==> src/rtl/dbginj_pkg.sv <==
package dbginj_pkg;

   // Kind of pipeline primitive driven by one planning step
   typedef enum logic [1:0] {PK_RD, PK_WR, PK_SWAP} prim_kind_t;
   // Source of the data word in a load primitive
   typedef enum logic [1:0] {DS_ZERO, DS_VAL, DS_SAVED} dsel_t;
   // Where a returned word is kept
   typedef enum logic [1:0] {CP_NONE, CP_SAVE, CP_RESULT} cap_t;
   // Kind of a single frame
   typedef enum logic [1:0] {FK_NOP, FK_INSTR, FK_DATA} fkind_t;
   // Sequencer state
   typedef enum logic [1:0] {ST_IDLE, ST_RUN, ST_RESP} seq_state_t;

   typedef struct packed {
      prim_kind_t kind;
      dsel_t      dsel;
      cap_t       cap;
      logic       is_pc;
      logic       last;
   } prim_t;

   // Frame counts of each primitive
   localparam int RD_LEN    = 6;
   localparam int SWAP_LEN  = 5;
   localparam int WR_LEN    = 7;
   localparam int PC_REFILL = 2;
   // Slot positions inside a primitive
   localparam int INSTR_SLOT = 1;
   localparam int DATA_SLOT  = 4;
   localparam int CAP_SLOT   = RD_LEN - 1;

endpackage

==> src/rtl/dbginj_plan.sv <==
module dbginj_plan
   import dbginj_pkg::*;
#(
   parameter int          WORD_W      = 32,
   parameter int          STEP_W      = 3,
   parameter bit          DUP_HALF    = 1'b1,
   parameter logic [31:0] NOP_WIDE    = 32'hE1A0_0000,
   parameter logic [15:0] NOP_COMPACT = 16'h46C0
) (
   input  logic              op_write,
   input  logic              op_compact,
   input  logic [3:0]        op_reg,
   input  logic [STEP_W-1:0] step,
   output prim_t             prim,
   output logic [WORD_W-1:0] instr,
   output logic [WORD_W-1:0] nop_word
);

   localparam logic [31:0] W_STR_BASE = 32'hE58E_0000;
   localparam logic [31:0] W_LDR_BASE = 32'hE59E_0000;
   localparam logic [15:0] C_STR_BASE = 16'h6000;
   localparam logic [15:0] C_LDR_BASE = 16'h6800;
   localparam logic [15:0] C_MOV_TOLO = 16'h4640;
   localparam logic [15:0] C_MOV_TOHI = 16'h4680;
   localparam int          N_HALF     = 7;

   if (WORD_W != 32) begin : g_bad_word
      $error("dbginj_plan: WORD_W must be 32");
   end
   if (STEP_W < 3) begin : g_bad_step
      $error("dbginj_plan: STEP_W must hold five steps");
   end

   logic [2:0]  rl;
   logic        hi;
   logic [31:0] w_str, w_ldr;
   logic [15:0] half [N_HALF];
   logic [31:0] full [N_HALF];

   assign rl = op_reg[2:0];
   assign hi = op_compact & op_reg[3];

   assign w_str = W_STR_BASE | {16'h0, op_reg, 12'h000};
   assign w_ldr = W_LDR_BASE | {16'h0, op_reg, 12'h000};

   // compact halfwords: 0 str rl, 1 ldr rl, 2 str r0, 3 ldr r0, 4 mov r0<-Rh, 5 mov Rh<-r0, 6 nop
   assign half[0] = C_STR_BASE | {13'h0, rl};
   assign half[1] = C_LDR_BASE | {13'h0, rl};
   assign half[2] = C_STR_BASE;
   assign half[3] = C_LDR_BASE;
   assign half[4] = C_MOV_TOLO | {10'h0, rl, 3'h0};
   assign half[5] = C_MOV_TOHI | {13'h0, rl};
   assign half[6] = NOP_COMPACT;

   // Expansion of a compact halfword into a chain word
   for (genvar i = 0; i < N_HALF; i++) begin : g_exp
      if (DUP_HALF) begin : g_dup
         assign full[i] = {half[i], half[i]};
      end else begin : g_zx
         assign full[i] = {16'h0000, half[i]};
      end
   end

   assign nop_word = op_compact ? full[6] : NOP_WIDE;

   always_comb begin
      prim  = '{kind: PK_RD, dsel: DS_ZERO, cap: CP_RESULT, is_pc: 1'b0, last: 1'b1};
      instr = '0;
      if (!op_compact) begin
         if (!op_write) begin
            instr = w_str;
         end else begin
            instr      = w_ldr;
            prim.kind  = PK_WR;
            prim.cap   = CP_NONE;
            prim.is_pc = (op_reg == 4'd15);
            prim.dsel  = (step == '0) ? DS_ZERO : DS_VAL;
            prim.last  = (step != '0);
         end
      end else if (!hi) begin
         if (!op_write) begin
            instr = full[0];
         end else begin
            instr     = full[1];
            prim.kind = PK_WR;
            prim.cap  = CP_NONE;
            prim.dsel = (step == '0) ? DS_ZERO : DS_VAL;
            prim.last = (step != '0);
         end
      end else if (!op_write) begin
         case (step)
            3'd0: begin
               instr = full[2]; prim.cap = CP_SAVE; prim.last = 1'b0;
            end
            3'd1: begin
               instr = full[4]; prim.kind = PK_SWAP; prim.cap = CP_NONE; prim.last = 1'b0;
            end
            3'd2: begin
               instr = full[2]; prim.last = 1'b0;
            end
            default: begin
               instr = full[3]; prim.kind = PK_WR; prim.cap = CP_NONE; prim.dsel = DS_SAVED;
            end
         endcase
      end else begin
         case (step)
            3'd0: begin
               instr = full[2]; prim.cap = CP_SAVE; prim.last = 1'b0;
            end
            3'd1: begin
               instr = full[3]; prim.kind = PK_WR; prim.cap = CP_NONE; prim.last = 1'b0;
            end
            3'd2: begin
               instr = full[3]; prim.kind = PK_WR; prim.cap = CP_NONE;
               prim.dsel = DS_VAL; prim.last = 1'b0;
            end
            3'd3: begin
               instr = full[5]; prim.kind = PK_SWAP; prim.cap = CP_NONE; prim.last = 1'b0;
            end
            default: begin
               instr = full[3]; prim.kind = PK_WR; prim.cap = CP_NONE; prim.dsel = DS_SAVED;
            end
         endcase
      end
   end

endmodule

==> src/rtl/dbginj_slot.sv <==
module dbginj_slot
   import dbginj_pkg::*;
#(
   parameter int SLOT_W = 4
) (
   input  prim_kind_t        kind,
   input  logic              is_pc,
   input  logic [SLOT_W-1:0] slot,
   output fkind_t            fk,
   output logic              cap_here,
   output logic              slot_last
);

   localparam int MAX_LEN = WR_LEN + PC_REFILL;

   if ((1 << SLOT_W) < MAX_LEN) begin : g_bad_slot
      $error("dbginj_slot: SLOT_W too narrow");
   end

   logic [SLOT_W-1:0] len_m1;

   always_comb begin
      unique case (kind)
         PK_RD:   len_m1 = SLOT_W'(RD_LEN - 1);
         PK_SWAP: len_m1 = SLOT_W'(SWAP_LEN - 1);
         default: len_m1 = is_pc ? SLOT_W'(MAX_LEN - 1) : SLOT_W'(WR_LEN - 1);
      endcase
   end

   always_comb begin
      if (slot == SLOT_W'(INSTR_SLOT))
         fk = FK_INSTR;
      else if (kind == PK_WR && slot == SLOT_W'(DATA_SLOT))
         fk = FK_DATA;
      else
         fk = FK_NOP;
   end

   assign cap_here  = (kind == PK_RD) && (slot == SLOT_W'(CAP_SLOT));
   assign slot_last = (slot == len_m1);

endmodule

==> src/rtl/dbginj_seq.sv <==
module dbginj_seq
   import dbginj_pkg::*;
#(
   parameter int          WORD_W      = 32,
   parameter int          REG_W       = 5,
   parameter bit          DUP_HALF    = 1'b1,
   parameter logic [31:0] NOP_WIDE    = 32'hE1A0_0000,
   parameter logic [15:0] NOP_COMPACT = 16'h46C0
) (
   input  logic              clk,
   input  logic              rst_n,
   input  logic              req_valid,
   output logic              req_ready,
   input  logic              req_write,
   input  logic              req_compact,
   input  logic [REG_W-1:0]  req_reg,
   input  logic [WORD_W-1:0] req_wdata,
   output logic              frm_valid,
   input  logic              frm_ready,
   output logic              frm_sysspd,
   output logic [WORD_W-1:0] frm_word,
   input  logic [WORD_W-1:0] frm_rdata,
   output logic              rsp_valid,
   output logic              rsp_err,
   output logic [WORD_W-1:0] rsp_rdata
);

   localparam int STEP_W = 3;
   localparam int SLOT_W = 4;

   if (REG_W < 5) begin : g_bad_reg
      $error("dbginj_seq: REG_W must be at least 5");
   end

   seq_state_t        state_q;
   logic              op_write_q, op_compact_q, err_q;
   logic [3:0]        op_reg_q;
   logic [WORD_W-1:0] wdata_q, saved_q, result_q;
   logic [STEP_W-1:0] step_q;
   logic [SLOT_W-1:0] slot_q;

   prim_t             prim;
   logic [WORD_W-1:0] instr, nop_word, data_word;
   fkind_t            fk;
   logic              cap_here, slot_last, over_range;

   dbginj_plan #(
      .WORD_W(WORD_W), .STEP_W(STEP_W), .DUP_HALF(DUP_HALF),
      .NOP_WIDE(NOP_WIDE), .NOP_COMPACT(NOP_COMPACT)
   ) u_plan (
      .op_write(op_write_q), .op_compact(op_compact_q), .op_reg(op_reg_q),
      .step(step_q), .prim(prim), .instr(instr), .nop_word(nop_word)
   );

   dbginj_slot #(.SLOT_W(SLOT_W)) u_slot (
      .kind(prim.kind), .is_pc(prim.is_pc), .slot(slot_q),
      .fk(fk), .cap_here(cap_here), .slot_last(slot_last)
   );

   assign over_range = |req_reg[REG_W-1:4];

   always_comb begin
      unique case (prim.dsel)
         DS_VAL:   data_word = wdata_q;
         DS_SAVED: data_word = saved_q;
         default:  data_word = '0;
      endcase
   end

   always_comb begin
      unique case (fk)
         FK_INSTR: frm_word = instr;
         FK_DATA:  frm_word = data_word;
         default:  frm_word = nop_word;
      endcase
   end

   assign frm_valid  = (state_q == ST_RUN);
   assign frm_sysspd = 1'b0;
   assign req_ready  = (state_q == ST_IDLE);
   assign rsp_valid  = (state_q == ST_RESP);
   assign rsp_err    = rsp_valid & err_q;
   assign rsp_rdata  = result_q;

   always_ff @(posedge clk or negedge rst_n) begin
      if (!rst_n) begin
         state_q      <= ST_IDLE;
         op_write_q   <= 1'b0;
         op_compact_q <= 1'b0;
         op_reg_q     <= '0;
         wdata_q      <= '0;
         saved_q      <= '0;
         result_q     <= '0;
         err_q        <= 1'b0;
         step_q       <= '0;
         slot_q       <= '0;
      end else begin
         case (state_q)
            ST_IDLE: begin
               if (req_valid) begin
                  op_write_q   <= req_write;
                  op_compact_q <= req_compact;
                  op_reg_q     <= req_reg[3:0];
                  wdata_q      <= req_wdata;
                  result_q     <= '0;
                  step_q       <= '0;
                  slot_q       <= '0;
                  err_q        <= req_compact & over_range;
                  state_q      <= (req_compact & over_range) ? ST_RESP : ST_RUN;
               end
            end
            ST_RUN: begin
               if (frm_ready) begin
                  if (cap_here && prim.cap == CP_SAVE)   saved_q  <= frm_rdata;
                  if (cap_here && prim.cap == CP_RESULT) result_q <= frm_rdata;
                  if (slot_last) begin
                     slot_q <= '0;
                     if (prim.last) state_q <= ST_RESP;
                     else           step_q  <= step_q + 1'b1;
                  end else begin
                     slot_q <= slot_q + 1'b1;
                  end
               end
            end
            default: state_q <= ST_IDLE;
         endcase
      end
   end

endmodule

==> config.mk <==
export PLATFORM = sky130hd
export DESIGN_NAME = dbginj_seq
export DESIGN_NICKNAME = d
export VERILOG_FILES = /design/src/rtl/dbginj_pkg.sv /design/src/rtl/dbginj_plan.sv /design/src/rtl/dbginj_slot.sv /design/src/rtl/dbginj_seq.sv
export SDC_FILE = /design/constraint.sdc
export NUM_CORES = 1
export LEC_CHECK = 0
export BUFFER_PORTS_ARGS = -buffer_cell sky130_fd_sc_hd__clkbuf_2
export CORE_ASPECT_RATIO = 1.2
export CORE_UTILIZATION = 40
export DETAILED_ROUTE_END_ITERATION = 7
export GPL_ROUTABILITY_DRIVEN = 0
export PLACE_DENSITY_LB_ADDON = 0.05
export SETUP_SLACK_MARGIN = 0.05
export SYNTH_ARGS = -nofsm -noshare
export SYNTH_HDL_FRONTEND = slang
export SYNTH_SLANG_ARGS = --single-unit
==> constraint.sdc <==
create_clock -name clk -period 5.55 [get_ports clk]
set_input_delay 1.665 -clock clk [delete_from_list [all_inputs] [get_ports clk]]
set_output_delay 1.665 -clock clk [all_outputs]
set_load 0.02 [all_outputs]
==> flow_summary.ini <==
[grt]
track_usage_pct = 23.0
grt_first_pass_wirelength_um = 26400
first_global_vias = 4837
grt_antenna_before_repair = 0
largest_net_degree_at_the_start_of_global_routing = 76
gr-total-overflow = 0

[placed_design]
detailed_place_hpwl_um = 11600
port_buffers = 142
placed_cells_incl_taps = 887

[synthesis]
yosysSeqAreaShare_pct = 49.4
postSynthRegisterBits = 112
synth_top_area_share_pct = 49.4
yosysWarningCount = 0
synthesis.nets = 683
asyncSetResetFlopFracSynth_pct = 100
synth_edf_count = 0
synth_top_cell_by_area = sky130_fd_sc_hd__dfrtp_1
yosysMostFrequentCell = sky130_fd_sc_hd__nand2_1
synthFlopType = sky130_fd_sc_hd__dfrtp_1
post_synth_num_cell_types = 52
syn-mean-instance-area_sq_um = 9.49
ys_top_cells_by_count = 174 x sky130_fd_sc_hd__nand2_1, 112 x sky130_fd_sc_hd__dfrtp_1, 44 x sky130_fd_sc_hd__inv_1
netlist_instances = 598
synth_top_cells_by_area = sky130_fd_sc_hd__dfrtp_1 49%, sky130_fd_sc_hd__nand2_1 12%, sky130_fd_sc_hd__mux2i_1 6.5%
synthesis.area_sq_um = 5680

[cells_and_area]
layout.cells.non_filler = 903
num_antenna_cells = 0
design.final.nets = 812
multiInputGateArea_sq_um = 2510
ff_latch_area_sq_um = 2800
layout-drive-gt1-share_pct = 28.4
final_core_utilization_pct = 48.9
area_added_between_synthesis_and_finish_pct = 19.2
filler_cell_count = 1355

[clock_tree]
insertion_delay_ns = 0.36
htreeDepth = 3
cts_setup_buffers = 0
ctsRootBufferMaster = sky130_fd_sc_hd__clkbuf_16
post_cts_resized = 0
ctsLongestPathBuffers = 2
cts_tree = done
cts_hold_buf = 0
clock-sinks = 112
cts_buffers = 9
path_clk_slew_ns = 0.07

[power_and_ir_drop]
leakagePower_nw = 3.47
post-layout-total-power_mw = 3.78
total_power_per_unit_cell_area_nw_per_um2 = 558
ir_drop_v = 0.000220

[timing]
finalClockSkew_ns = 0.00778
fmaxAchievable_mhz = 190
timing.final.setup_violations = 0
slew_viol_final = 0
totalNegativeSetupSlack_ns = 0
max-slew-margin-rel_pct = 33.5
worstMarginPinSlew_ns = 0.998
timing.final.crit_share_pct = 94.7
grt_setup_unrepaired = no
hold_viol_final = 0
final_period_minus_worst_setup_slack_ns = 5.26

[detailed_routing]
vias = 4761
viasPerCell = 5.27
dr.first_iter.drc_count = 272
route.antenna.remaining_nets = 0
detail_route.drc_violations = 0
wl_um = 16200
firstDrtPassIters = 5
routedWlPerCell_um = 18.0

[floorplan]
fp-row-count = 47
fp.dieH_um = 132
design.die.area_sq_um = 14700
io-pin-count = 144
chipWidth_um = 111
initial_utilization_pct = 41.1
placeableCoreArea_sq_um = 13800

[setup_path]
cp_data_required_time_ns = 3.88
path_class = register to output port
arrival_ns = 3.59
cp_max_fo = 26
nature_of_the_critical_path_endpoint = output port
r2r_setup_slk_ns = 2.45
timing.critical_path.from_type = register

[run]
drv_cap = 0

[worst_hold_path]
timing.hold.worst.class = register to register

[outcome]
outcome = complete, no violations
[worst max-delay path: stages (launching register included)]
cell and delay (ns):
sky130_fd_sc_hd__dfrtp_1 0.42, sky130_fd_sc_hd__ha_1 0.22, sky130_fd_sc_hd__ha_1 0.21, sky130_fd_sc_hd__nand2_1 0.17
sky130_fd_sc_hd__nand3_1 0.14, sky130_fd_sc_hd__or2_2 0.35, sky130_fd_sc_hd__ha_1 0.33, sky130_fd_sc_hd__nand2b_1 0.62
sky130_fd_sc_hd__o21ai_0 0.53, sky130_fd_sc_hd__clkbuf_2 0.24
[where the power goes]
group / internal (mW) / switching [mW]
sequential: 1.15 / 0.254
combinational: 0.625 / 1.12
clock: 0.312 / 0.321
[per-stage QoR]
step,area [sq um],setup slack (ns),hold WS [ns]
final,6760,0.292,0.473
after global routing,6760,0.0712,0.494
after global placement,6480,0.805,0.458
after CTS,6760,0.299,0.482
after floorplan,5680,1.27,0.442
after detailed placement,6480,0.729,0.463
[logic make-up after synthesis]
logic type | count (synthesis) | synth area share (%)
adders and majority gates | 10 | 2.20
and+or+nand+nor | 226 | 17.0
buffers and inverters | 79 | 6.46
AOI/OAI and AO/OA | 101 | 12.0
other | 1 | 0.0661
muxes | 69 | 12.9
DFF | 112 | 49.4
[routing by layer]
metal,GRT usage (%),vias to the layer above,wire length (um)
met4,7.48,0,294
met3,5.36,20,1020
met1,30.3,2305,7060
met2,37.4,175,7870
met5,0,-,0
li1,-,2261,-
[sequential cells by signal, summed over array words and instances, names as in the netlist, 2 cells and up]
name	cells
rsp_rdata	32
saved_q	32
wdata_q	32
op_reg_q	4
slot_q	4
step_q	3
state_q	2
[worst paths after layout]
kind                                             start                   endpoint  depth (start not counted)
worst max-delay path             step_q[0]$_DFFE_PN0P_               frm_word[22]                          9
worst min-delay path                 err_q$_DFFE_PN0P_          err_q$_DFFE_PN0P_                          2
worst max register to register  state_q[0]$_DFFE_PN0P_  rsp_rdata[17]$_DFFE_PN0P_                          6
worst min register to register       err_q$_DFFE_PN0P_          err_q$_DFFE_PN0P_                          2
max in group asynchronous                        rst_n    saved_q[13]$_DFFE_PN0P_                          2
min in group asynchronous                        rst_n          err_q$_DFFE_PN0P_                          1
[cells in the final DEF, fill, tap and decap left out, types with 3 or more instances in the layout]
cell type                   Yosys  routed
sky130_fd_sc_hd__nor3_1         5       5
sky130_fd_sc_hd__nand2b_1       3       3
sky130_fd_sc_hd__inv_1         44      44
sky130_fd_sc_hd__nor2b_1        4       4
sky130_fd_sc_hd__mux2i_1       37      37
sky130_fd_sc_hd__a22oi_1       33      33
sky130_fd_sc_hd__o21ai_0       27      27
sky130_fd_sc_hd__nor2_1        13      13
sky130_fd_sc_hd__o22ai_1        5       5
sky130_fd_sc_hd__nand3_1        7       7
sky130_fd_sc_hd__buf_4          4      11
sky130_fd_sc_hd__mux2_2        31      31
sky130_fd_sc_hd__o211ai_1       5       5
sky130_fd_sc_hd__dfrtp_1      112     112
sky130_fd_sc_hd__clkbuf_16      0       9
sky130_fd_sc_hd__nand2_1      174     174
sky130_fd_sc_hd__clkbuf_2       0     141
sky130_fd_sc_hd__ha_1          10      10
sky130_fd_sc_hd__a21oi_1       12      12
[area by class of cell]
| type | instances | area share (%) |
|---|---|---|
| clock buffers | 10 | 3.39 |
| clock inverters | 6 | 0.796 |
| inverters | 45 | 2.50 |
| multi-input cells | 407 | 37.1 |
| flip-flops and latches | 112 | 41.4 |
| well taps | 171 | 3.16 |
| repair buffers | 152 | 11.7 |
No activity file was read; power rests on OpenSTA's default activity.
